[src/rtl/irf_irq_pkg.sv]
package irf_irq_pkg;
    localparam int NUM_SRC     = 4;
    localparam int BIT_RX_SVC  = 0;
    localparam int BIT_TX_SVC  = 1;
    localparam int BIT_TX_DONE = 2;
    localparam int BIT_TX_ABRT = 3;
    localparam int IDX_STATUS  = 0;
    localparam int IDX_MASK    = 1;

    typedef struct packed {
        logic done;
        logic abrt;
    } evt_flags_t;

    typedef struct packed {
        logic [NUM_SRC-1:0] mask;
        logic               irq;
    } mask_irq_t;
endpackage

[src/rtl/irf_svc_req.sv]
module irf_svc_req #(
    parameter int RX_DEPTH = 16,
    parameter int TX_DEPTH = 16,
    localparam int LVL_W   = $clog2((RX_DEPTH > TX_DEPTH ? RX_DEPTH : TX_DEPTH) + 1)
) (
    input  logic [LVL_W-1:0] rx_level_i,
    input  logic             rx_en_i,
    input  logic             rx_discard_i,
    input  logic [LVL_W-1:0] tx_level_i,
    input  logic             tx_en_i,
    output logic             rx_svc_o,
    output logic             tx_svc_o
);
    localparam logic [LVL_W-1:0] TX_FULL = LVL_W'(TX_DEPTH);

    always_comb begin
        // receive side wants service while data waits and the receiver is live
        rx_svc_o = (rx_level_i != '0) && rx_en_i && !rx_discard_i;
        // transmit side wants service while there is room and the sender is live
        tx_svc_o = (tx_level_i < TX_FULL) && tx_en_i;
    end
endmodule

[src/rtl/irf_event_flags.sv]
module irf_event_flags
    import irf_irq_pkg::*;
(
    input  logic clk,
    input  logic rst_n,
    input  logic frame_end_i,
    input  logic frame_abort_i,
    input  logic underrun_en_i,
    input  logic clr_done_i,
    input  logic clr_abrt_i,
    output logic done_o,
    output logic abrt_o
);
    evt_flags_t flags_d, flags_q;

    always_comb begin
        flags_d = flags_q;
        if (clr_done_i) flags_d.done = 1'b0;
        if (clr_abrt_i) flags_d.abrt = 1'b0;
        // set after clear: a coincident event wins
        if (frame_end_i || frame_abort_i)     flags_d.done = 1'b1;
        if (frame_abort_i && underrun_en_i)   flags_d.abrt = 1'b1;
    end

    always_ff @(posedge clk or negedge rst_n) begin
        if (!rst_n) flags_q <= '0;
        else        flags_q <= flags_d;
    end

    assign done_o = flags_q.done;
    assign abrt_o = flags_q.abrt;

    p_abort_needs_ctrl_r4: assert property (@(posedge clk) disable iff (!rst_n)
        $rose(abrt_o) |-> $past(frame_abort_i && underrun_en_i));
    p_abort_marks_done_r4: assert property (@(posedge clk) disable iff (!rst_n)
        frame_abort_i |=> done_o);
    p_set_beats_clear_r6: assert property (@(posedge clk) disable iff (!rst_n)
        (frame_end_i && clr_done_i) |=> done_o);
    p_done_sticky_r3: assert property (@(posedge clk) disable iff (!rst_n)
        (done_o && !clr_done_i) |=> done_o);
endmodule

[src/rtl/irf_mask_irq.sv]
module irf_mask_irq
    import irf_irq_pkg::*;
(
    input  logic               clk,
    input  logic               rst_n,
    input  logic               mask_wr_i,
    input  logic [NUM_SRC-1:0] mask_wdata_i,
    input  logic [NUM_SRC-1:0] status_i,
    output logic [NUM_SRC-1:0] mask_o,
    output logic               irq_o
);
    mask_irq_t st_d, st_q;

    always_comb begin
        st_d = st_q;
        if (mask_wr_i) st_d.mask = mask_wdata_i;
        st_d.irq = |(status_i & st_q.mask);
    end

    always_ff @(posedge clk or negedge rst_n) begin
        if (!rst_n) st_q <= '0;
        else        st_q <= st_d;
    end

    assign mask_o = st_q.mask;
    assign irq_o  = st_q.irq;

    p_irq_has_source_r8: assert property (@(posedge clk) disable iff (!rst_n)
        irq_o |-> $past(|status_i));
    p_mask_holds_r7: assert property (@(posedge clk) disable iff (!rst_n)
        !mask_wr_i |=> $stable(mask_o));
endmodule

[src/rtl/irf_irq_status.sv]
module irf_irq_status
    import irf_irq_pkg::*;
#(
    parameter int RX_DEPTH = 16,
    parameter int TX_DEPTH = 16,
    parameter int DATA_W   = 32,
    parameter int ADDR_W   = 2,
    localparam int LVL_W   = $clog2((RX_DEPTH > TX_DEPTH ? RX_DEPTH : TX_DEPTH) + 1)
) (
    input  logic              clk,
    input  logic              rst_n,
    input  logic [LVL_W-1:0]  rx_level,
    input  logic              rx_en,
    input  logic              rx_discard,
    input  logic [LVL_W-1:0]  tx_level,
    input  logic              tx_en,
    input  logic              underrun_abort_en,
    input  logic              tx_frame_end,
    input  logic              tx_frame_abort,
    input  logic [ADDR_W-1:0] reg_addr,
    input  logic              reg_wr,
    input  logic [DATA_W-1:0] reg_wdata,
    output logic [DATA_W-1:0] reg_rdata,
    output logic              rx_dma_req,
    output logic              tx_dma_req,
    output logic              irq
);
    logic               rx_svc, tx_svc, done_f, abrt_f;
    logic               sel_status, sel_mask;
    logic [NUM_SRC-1:0] status_vec, mask_vec;
    logic               wdata_unused;

    assign sel_status   = (reg_addr == ADDR_W'(IDX_STATUS));
    assign sel_mask     = (reg_addr == ADDR_W'(IDX_MASK));
    assign wdata_unused = ^reg_wdata[DATA_W-1:NUM_SRC];

    irf_svc_req #(.RX_DEPTH(RX_DEPTH), .TX_DEPTH(TX_DEPTH)) i_svc (
        .rx_level_i   (rx_level),
        .rx_en_i      (rx_en),
        .rx_discard_i (rx_discard),
        .tx_level_i   (tx_level),
        .tx_en_i      (tx_en),
        .rx_svc_o     (rx_svc),
        .tx_svc_o     (tx_svc)
    );

    irf_event_flags i_evt (
        .clk           (clk),
        .rst_n         (rst_n),
        .frame_end_i   (tx_frame_end),
        .frame_abort_i (tx_frame_abort),
        .underrun_en_i (underrun_abort_en),
        .clr_done_i    (reg_wr && sel_status && reg_wdata[BIT_TX_DONE]),
        .clr_abrt_i    (reg_wr && sel_status && reg_wdata[BIT_TX_ABRT]),
        .done_o        (done_f),
        .abrt_o        (abrt_f)
    );

    always_comb begin
        status_vec              = '0;
        status_vec[BIT_RX_SVC]  = rx_svc;
        status_vec[BIT_TX_SVC]  = tx_svc;
        status_vec[BIT_TX_DONE] = done_f;
        status_vec[BIT_TX_ABRT] = abrt_f;
    end

    irf_mask_irq i_mask (
        .clk          (clk),
        .rst_n        (rst_n),
        .mask_wr_i    (reg_wr && sel_mask),
        .mask_wdata_i (reg_wdata[NUM_SRC-1:0]),
        .status_i     (status_vec),
        .mask_o       (mask_vec),
        .irq_o        (irq)
    );

    always_comb begin
        reg_rdata = '0;
        if (sel_status)    reg_rdata[NUM_SRC-1:0] = status_vec;
        else if (sel_mask) reg_rdata[NUM_SRC-1:0] = mask_vec;
    end

    assign rx_dma_req = rx_svc;
    assign tx_dma_req = tx_svc;

    p_rx_req_gated_r1: assert property (@(posedge clk) disable iff (!rst_n)
        rx_dma_req |-> (rx_en && !rx_discard));
    p_tx_req_gated_r2: assert property (@(posedge clk) disable iff (!rst_n)
        !tx_en |-> !tx_dma_req);
    p_reserved_zero_r7: assert property (@(posedge clk) disable iff (!rst_n)
        reg_rdata[DATA_W-1:NUM_SRC] == '0);
endmodule

[config.mk]
export PLATFORM = sky130hd
export DESIGN_NAME = irf_irq_status
export DESIGN_NICKNAME = d
export VERILOG_FILES = /design/src/rtl/irf_irq_pkg.sv /design/src/rtl/irf_svc_req.sv /design/src/rtl/irf_event_flags.sv /design/src/rtl/irf_mask_irq.sv /design/src/rtl/irf_irq_status.sv
export SDC_FILE = /design/constraint.sdc
export NUM_CORES = 1
export LEC_CHECK = 0
export ABC_AREA = 0
export BUFFER_PORTS_ARGS = -buffer_cell sky130_fd_sc_hd__buf_2
export CAP_MARGIN = 20
export CORE_MARGIN = 4
export CORE_UTILIZATION = 26
export CTS_CLUSTER_SIZE = 8
export DETAILED_ROUTE_END_ITERATION = 10
export PLACE_DENSITY = 0.72
export RECOVER_POWER = 50
export SLEW_MARGIN = 0
export SYNTH_ARGS = -nofsm -noshare
export SYNTH_HDL_FRONTEND = slang
export SYNTH_SLANG_ARGS = --single-unit
export TNS_END_PERCENT = 50
[constraint.sdc]
create_clock -name clk -period 1.11 [get_ports clk]
set_clock_uncertainty 0.1 [all_clocks]
set_input_delay 0.0555 -clock clk [delete_from_list [all_inputs] [get_ports clk]]
set_output_delay 0.0555 -clock clk [all_outputs]
set_load 0.03 [all_outputs]
==> out/summary.txt, run 1 <==
Initial Utilization - 27.0%
R2R Path End - i_mask.irq_o
CP Max Fanout - 2
Gr usage total - 7.88%
Required @ worst endpoint - 950 ps
CTS max path bufs - 2
# IOs - 88
CTS tree - done
Die Span Y - 55.7 microns
Cell variety after synth - 18
First-pass detailed-route iteration total - 3
Synth Area in Adders - 0%
XOR/XNOR Fraction of Synth Area - 0%
Multiplexer area fraction after synthesis - 12.7%
Outcome - complete, but fails checks
Vias in the first global route - 462
PD cells - 1120 mW/mm^2
Antenna violations before repair - 0
ANT cells - 0
DIE WIDTH - 55.7 microns
Most common cell after layout, fill and taps aside - conb_1
Clk_lat worst skew - 240 ps
Crit Reg-Reg Startpoint - i_mask.mask_o[2]
TritonCTS buffer count - 3
CTS Sinks - 7
Post-Syn Area - 592 sq um
FF-to-FF setup slack - -100 ps
Static Leakage - 0.447 nW
Via Count - 504
Reg2Reg Depth - 3
Simple-Gate Fraction of Synth Area - 11.6%
Ys flop type - dfrtp_1
Non-filler cells, final - 134
Seq. cell area - 175 sq um
Number of H-tree levels - 1
Drt drc - 0
Synthesis-to-layout area growth - 45.7%
DP Wirelength - 1.07 mm
Maxcap violations - 0
Slew Limit Fails - 0
Sequential area share after synthesis - 29.6%
Vias/cell - 3.76
# port buffers - 27
Final wirelength - 1.32 mm
Post-synth EDFFs - 0
Largest net degree at the start of global routing - 8
Share of cells above drive strength 1 - 41.5%
Hold Fails Final Rpt - 0
Worst Hold Depth - 3
Slack of the critical path - -164 ps
Hold_sp - rx_level[1]
Compound-gate portion of the synthesized area - 9.30%
Multi-input gate area - 325 sq um
Arrival @ worst endpoint - 1120 ps
RSZ-0062 raised after global routing - true
Core area - 0.00219 sq mm
First-pass GRT wire length - 1.89 mm
Total grt overflow - 0
Clk root buf - clkbuf_4
CP endpoint kind - primary output
RePlAce Congestion - 0.699
Largest family of logic cells by synthesized area - buffers and inverters
Crit share post-route - 115%
FFs w/ async S/R, synth - 100%
Post-Place Cells - 119
Die area - 0.00310 sq mm
Worst Hold Class - input pin to flop
Clock-pin transition on the worst setup and hold timing paths - 50 ps
VDD IR max - 0.403 mV
# rows - 17
Cell count after synthesis - 62
Pwr Total - 969 uW
WHS Endpoint - i_mask.irq_o
Worst setup SP type - flop
Mapped Avg Cell Area - 9.55 sq um
Per-cell routed wire length - 9.81 microns
Routed Antenna Nets - 0
Min Tclk post-route - 1270 ps
Most frequent cells in the layout - 28 x conb_1, 20 x buf_2, 8 x dlygate4sd3_1, 8 x buf_4, 7 x dfrtp_1
DR iter-0 viols - 6
Failing checks - setup timing
Final net count - 160
Final setup fails - 6
FMAX - 0.785 GHz
Critical path type - flop to primary output
Yosys warning total - 0
Synthesis-stage register bit count - 7
FILL cells - 213
-- layout make-up --
| type | instances | share of cell area, % |
|---|---|---|
| multi-input combinational | 53 | 37.7 |
| tap | 28 | 4.06 |
| timing repair buffer | 42 | 34.8 |
| sequential | 7 | 20.3 |
| clock buffer | 4 | 3.05 |
-- worst max path at each step --
| stage | from | end | slack [ps] | cells after the start |
|---|---|---|---|---|
| final | i_evt.done_o | reg_rdata[2] | -160 | 4 |
| after global routing | i_evt.abrt_o | reg_rdata[3] | -220 | 4 |
| after CTS | i_mask.mask_o[2] | reg_rdata[2] | -160 | 4 |
| after detailed placement | rx_level[0] | i_mask.irq_o | -290 | 4 |
| after global placement | rx_level[0] | i_mask.irq_o | -280 | 4 |
| after floorplan | rx_level[0] | i_mask.irq_o | -230 | 3 |
-- worst max-delay path: stages (launching register included) --
cell,delay (ps)
dfrtp_1,390
buf_6,120
mux2i_1,130
nor2_1,70
buf_4,160
-- per-layer routing --
metal  share of wire [%]  wire (microns)  global-route usage [%]
met2                  50             656                    12.8
met3                  14             179                    4.64
met5                   0               0                       0
met1                  36             470                    7.85
met4                0.61               8                    4.17
-- sequential cells by signal, indices dropped and copies added (netlist names) --
signal / flops
i_evt.abrt_o: 1
i_mask.mask_o: 4
i_evt.done_o: 1
i_mask.irq_o: 1
-- per-stage QoR --
stage	hold WS, ps	setup slack, ps	TNS, ps	instance area, sq um	util (%)
2_1_floorplan	-340	-225	-445	707	-
3_3_place_gp	-208	-278	-499	693	31.6
3_5_place_dp	-204	-292	-529	693	31.6
4_1_cts	79.9	-161	-617	848	38.7
5_1_grt	148	-219	-917	862	39.3
6_report	151	-164	-635	862	39.3
-- power by group --
part / total [mW] / switching [mW] / internal, mW / leakage (nW)
logic: 0.424 / 0.258 / 0.166 / 0.356
clock network: 0.224 / 0.0877 / 0.137 / 0.0150
registers: 0.320 / 0.0246 / 0.296 / 0.0764
-- cell families (layout without fill, tap and decap cells) --
family	after synthesis	after routing
AND/OR/NAND/NOR	12	12
other	1	28
flip-flops	7	7
AO/OA/AOI/OAI	6	6
buffers and inverters	29	46
multiplexers	7	7
-- synthesized netlist by cell type (2+ instances only) --
library cell | instances | share of area (%)
buf_4 | 28 | 36
dfrtp_1 | 7 | 30
mux2_2 | 4 | 7.6
nor2_1 | 4 | 2.5
mux2i_1 | 3 | 5.1
a22o_1 | 2 | 3.0
nand2_1 | 2 | 1.3
nand3b_1 | 2 | 2.5
-- timing repair --
action / 4_1_cts / 5_1_grt
gates resized for setup: 10 / 2
endpoints found under the setup margin: 6 / 6
hold endpoints to repair: 13 / 0
hold buffers: 8 / 0
pin swaps: 2 / 2
buffers inserted: 2 / 1
(Power assumes the default switching activity.)
==> inputs of run 2 (changes only) <==
Settings changed: CELL_PAD_IN_SITES_DETAIL_PLACEMENT set to 0, CELL_PAD_IN_SITES_GLOBAL_PLACEMENT set to 1, CORE_UTILIZATION 26 to 16, PLACE_DENSITY 0.72 to 0.73.
==> run 2 against run 1 <==
Compared with the run above:
- the run still ends with setup timing left
- via count down 2.6%
- design area decreased by 2.2%
- wire length up 4.7%
- total power up 8.9%
- critical endpoint unchanged
- final cell count increased by 9.0%
- register-to-register slack improved by 120 ps
- combinational power fell by 9.7%
- global-route usage down 2.1 points
- first-iteration DRC count rose to 2.5 times the previous value
==> out/summary.txt, run 2 (synthesis gave the netlist of run 1 again) <==
Clk root buf - clkbuf_8
# rows - 21 (+4)
RSZ-0062 raised after global routing - true
CP endpoint kind - primary output
Per-cell routed wire length - 9.43 microns (-3.9%)
CTS Sinks - 7 (unchanged)
Worst hold slack - 2.61 ps (-148 ps)
PD cells - 1250 mW/mm^2 (+11%)
Top delay family on crit path - flip-flops
Internal power - 677 uW (+13%)
Final net count - 154 (-3.8%)
Via Count - 491 (-2.6%)
Die area - 0.00474 sq mm (+53%)
Hold_sp - reg_wdata[2]
Crit Reg-Reg Startpoint - i_mask.mask_o[2]
First-pass GRT wire length - 1.93 mm (+2.2%)
Required @ worst endpoint - 950 ps (about the same)
Seq pwr share - 30.5% (-2.5 points)
Slew Limit Fails - 0 (unchanged)
Initial Utilization - 17.2% (-9.8 points)
Crit path depth - 4 (unchanged)
Failing checks - setup timing
Pwr Total - 1.06 mW (+8.9%)
FILL cells - 389 (+83%)
Routed Antenna Nets - 0 (unchanged)
Setup slack at placement - -289 ps (+2.47 ps)
Crit share post-route - 109% (-6.2 points)
Vias/cell - 3.36 (-11%)
Clock-pin transition on the worst setup and hold timing paths - 40 ps (about the same)
M1 GR Usage - 6.53% (-1.3 points)
Combinational cell fraction of total power - 36.3% (-7.5 points)
Most frequent cells in the layout - 28 x conb_1, 20 x buf_2, 7 x dlygate4sd3_1, 7 x dfrtp_1, 5 x buf_4
VDD IR max - 0.410 mV (+1.6%)
Finished Cell Area - 843 sq um (-2.2%)
Share of cells above drive strength 1 - 39.0% (-2.5 points)
R2R Path End - i_mask.irq_o
Worst Hold Class - input pin to flop
ANT cells - 0 (unchanged)
Outcome - complete, but fails checks
DP Wirelength - 1.24 mm (+16%)
Max FFs per register - 4 (unchanged)
Worst setup SP type - flop
Min Tclk post-route - 1210 ps (-68.7 ps)
CP Max Fanout - 2 (unchanged)
CTS max path bufs - 2 (unchanged)
Antenna violations before repair - 0 (unchanged)
TritonCTS buffer count - 3 (unchanged)
First-pass detailed-route iteration total - 2 (-1)
FMAX - 0.830 GHz (+5.7%)
Final wirelength - 1.38 mm (+4.7%)
Postcts setup bufs - 0 (-2)
Final setup fails - 6 (unchanged)
Number of H-tree levels - 1 (unchanged)
Multi-input gate area - 320 sq um (-1.5%)
DIE WIDTH - 68.8 microns (+24%)
Met2 GRT Util - 8.46% (-4.4 points)
Largest net degree at the start of global routing - 8 (unchanged)
Slack of the critical path - -95.5 ps (+68.7 ps)
Drt drc - 0 (unchanged)
# IOs - 88 (unchanged)
# port buffers - 27 (unchanged)
CTS tree - done
Worst Hold Depth - 2 (-1)
Clk_lat worst skew - 220 ps (-20 ps)
RePlAce Congestion - 0.713 (+1.9%)
Met3 GRT Util - 4.05% (-0.59 points)
DR iter-0 viols - 15 (+9)
Seq. cell area - 175 sq um (unchanged)
Switching Share - 35.8% (-2.4 points)
Gr usage total - 5.79% (-2.1 points)
Core area - 0.00344 sq mm (+57%)
Hold Fails Final Rpt - 0 (unchanged)
Net Sw Power - 378 uW (+2.0%)
Critical path type - flop to primary output
Total grt overflow - 0 (unchanged)
WHS Endpoint - i_mask.mask_o[2]
Cell Chain, Critical Path - buf_6 > mux2i_1 > nor2_1 > buf_4
Vias in the first global route - 437 (-5.4%)
GRT busiest layer - met2
Synthesis-to-layout area growth - 42.5%
Most common cell after layout, fill and taps aside - conb_1
Reg2Reg Depth - 2 (-1)
Die Span Y - 68.8 microns (+24%)
FF-to-FF setup slack - 20 ps (+120 ps)
Crit path buf inv count - 2 (unchanged)
Static Leakage - 0.425 nW (-5.0%)
Crit-path max cell delay - 380 ps (about the same)
DP Area - 701 sq um (+1.1%)
Slowest-stage cell, CP - dfrtp_1
Setup TNS - -339 ps (+296 ps)
Maxcap violations - 0 (unchanged)
Clk pwr share - 33.2% (+10 points)
Arrival @ worst endpoint - 1050 ps (-70 ps)
-- run 2: layout make-up --
cell class                 count  area share (%)
multi-input combinational     53            38.0
timing repair buffer          36            29.1
clock buffer                   4            5.34
sequential                     7            20.8
tap                           46            6.82
-- run 2: timing repair --
action                                  CTS  global route
gates resized for setup                   9             0
hold buffers                              7             0
endpoints found under the hold margin    12             0
endpoints found under the setup margin    6             6
-- run 2: metal layers --
layer / share of wire, % / vias up
li1: - / 228
met1: 39 / 227
met2: 47 / 32
met3: 13 / 4
met4: 1.3 / 0
met5: 0 / -
-- run 2: worst max-delay path by stage --
stage	start	endpoint	slack [ps]
after floorplan	rx_level[0]	i_mask.irq_o	-230
after detailed placement	rx_level[0]	i_mask.irq_o	-290
after global routing	i_evt.done_o	reg_rdata[2]	-160
after global placement	rx_level[0]	i_mask.irq_o	-280
after CTS	i_evt.done_o	reg_rdata[2]	-110
final	i_evt.done_o	reg_rdata[2]	-100
-- run 2: worst reg2reg max path, cell delays in order (launching register included) --
cell,delay [ps]
dfrtp_1,380
a22o_1,240
a221o_1,250
-- run 2: stage by stage --
step                util, %  std cells
finish                 24.5        146
CTS                    24.5        146
floorplan                 -         89
detailed placement     20.4        135
global route           24.5        146
global placement       20.4        135
-- run 2: power by group through the flow --
stage / clock network (mW) / registers, mW / logic (mW)
2_1_floorplan: 0 / 0.336 / 0.324
3_3_place_gp: 0 / 0.323 / 0.345
3_5_place_dp: 0 / 0.326 / 0.351
4_1_cts: 0.366 / 0.323 / 0.386
5_1_grt: 0.384 / 0.327 / 0.413
6_report: 0.350 / 0.322 / 0.383
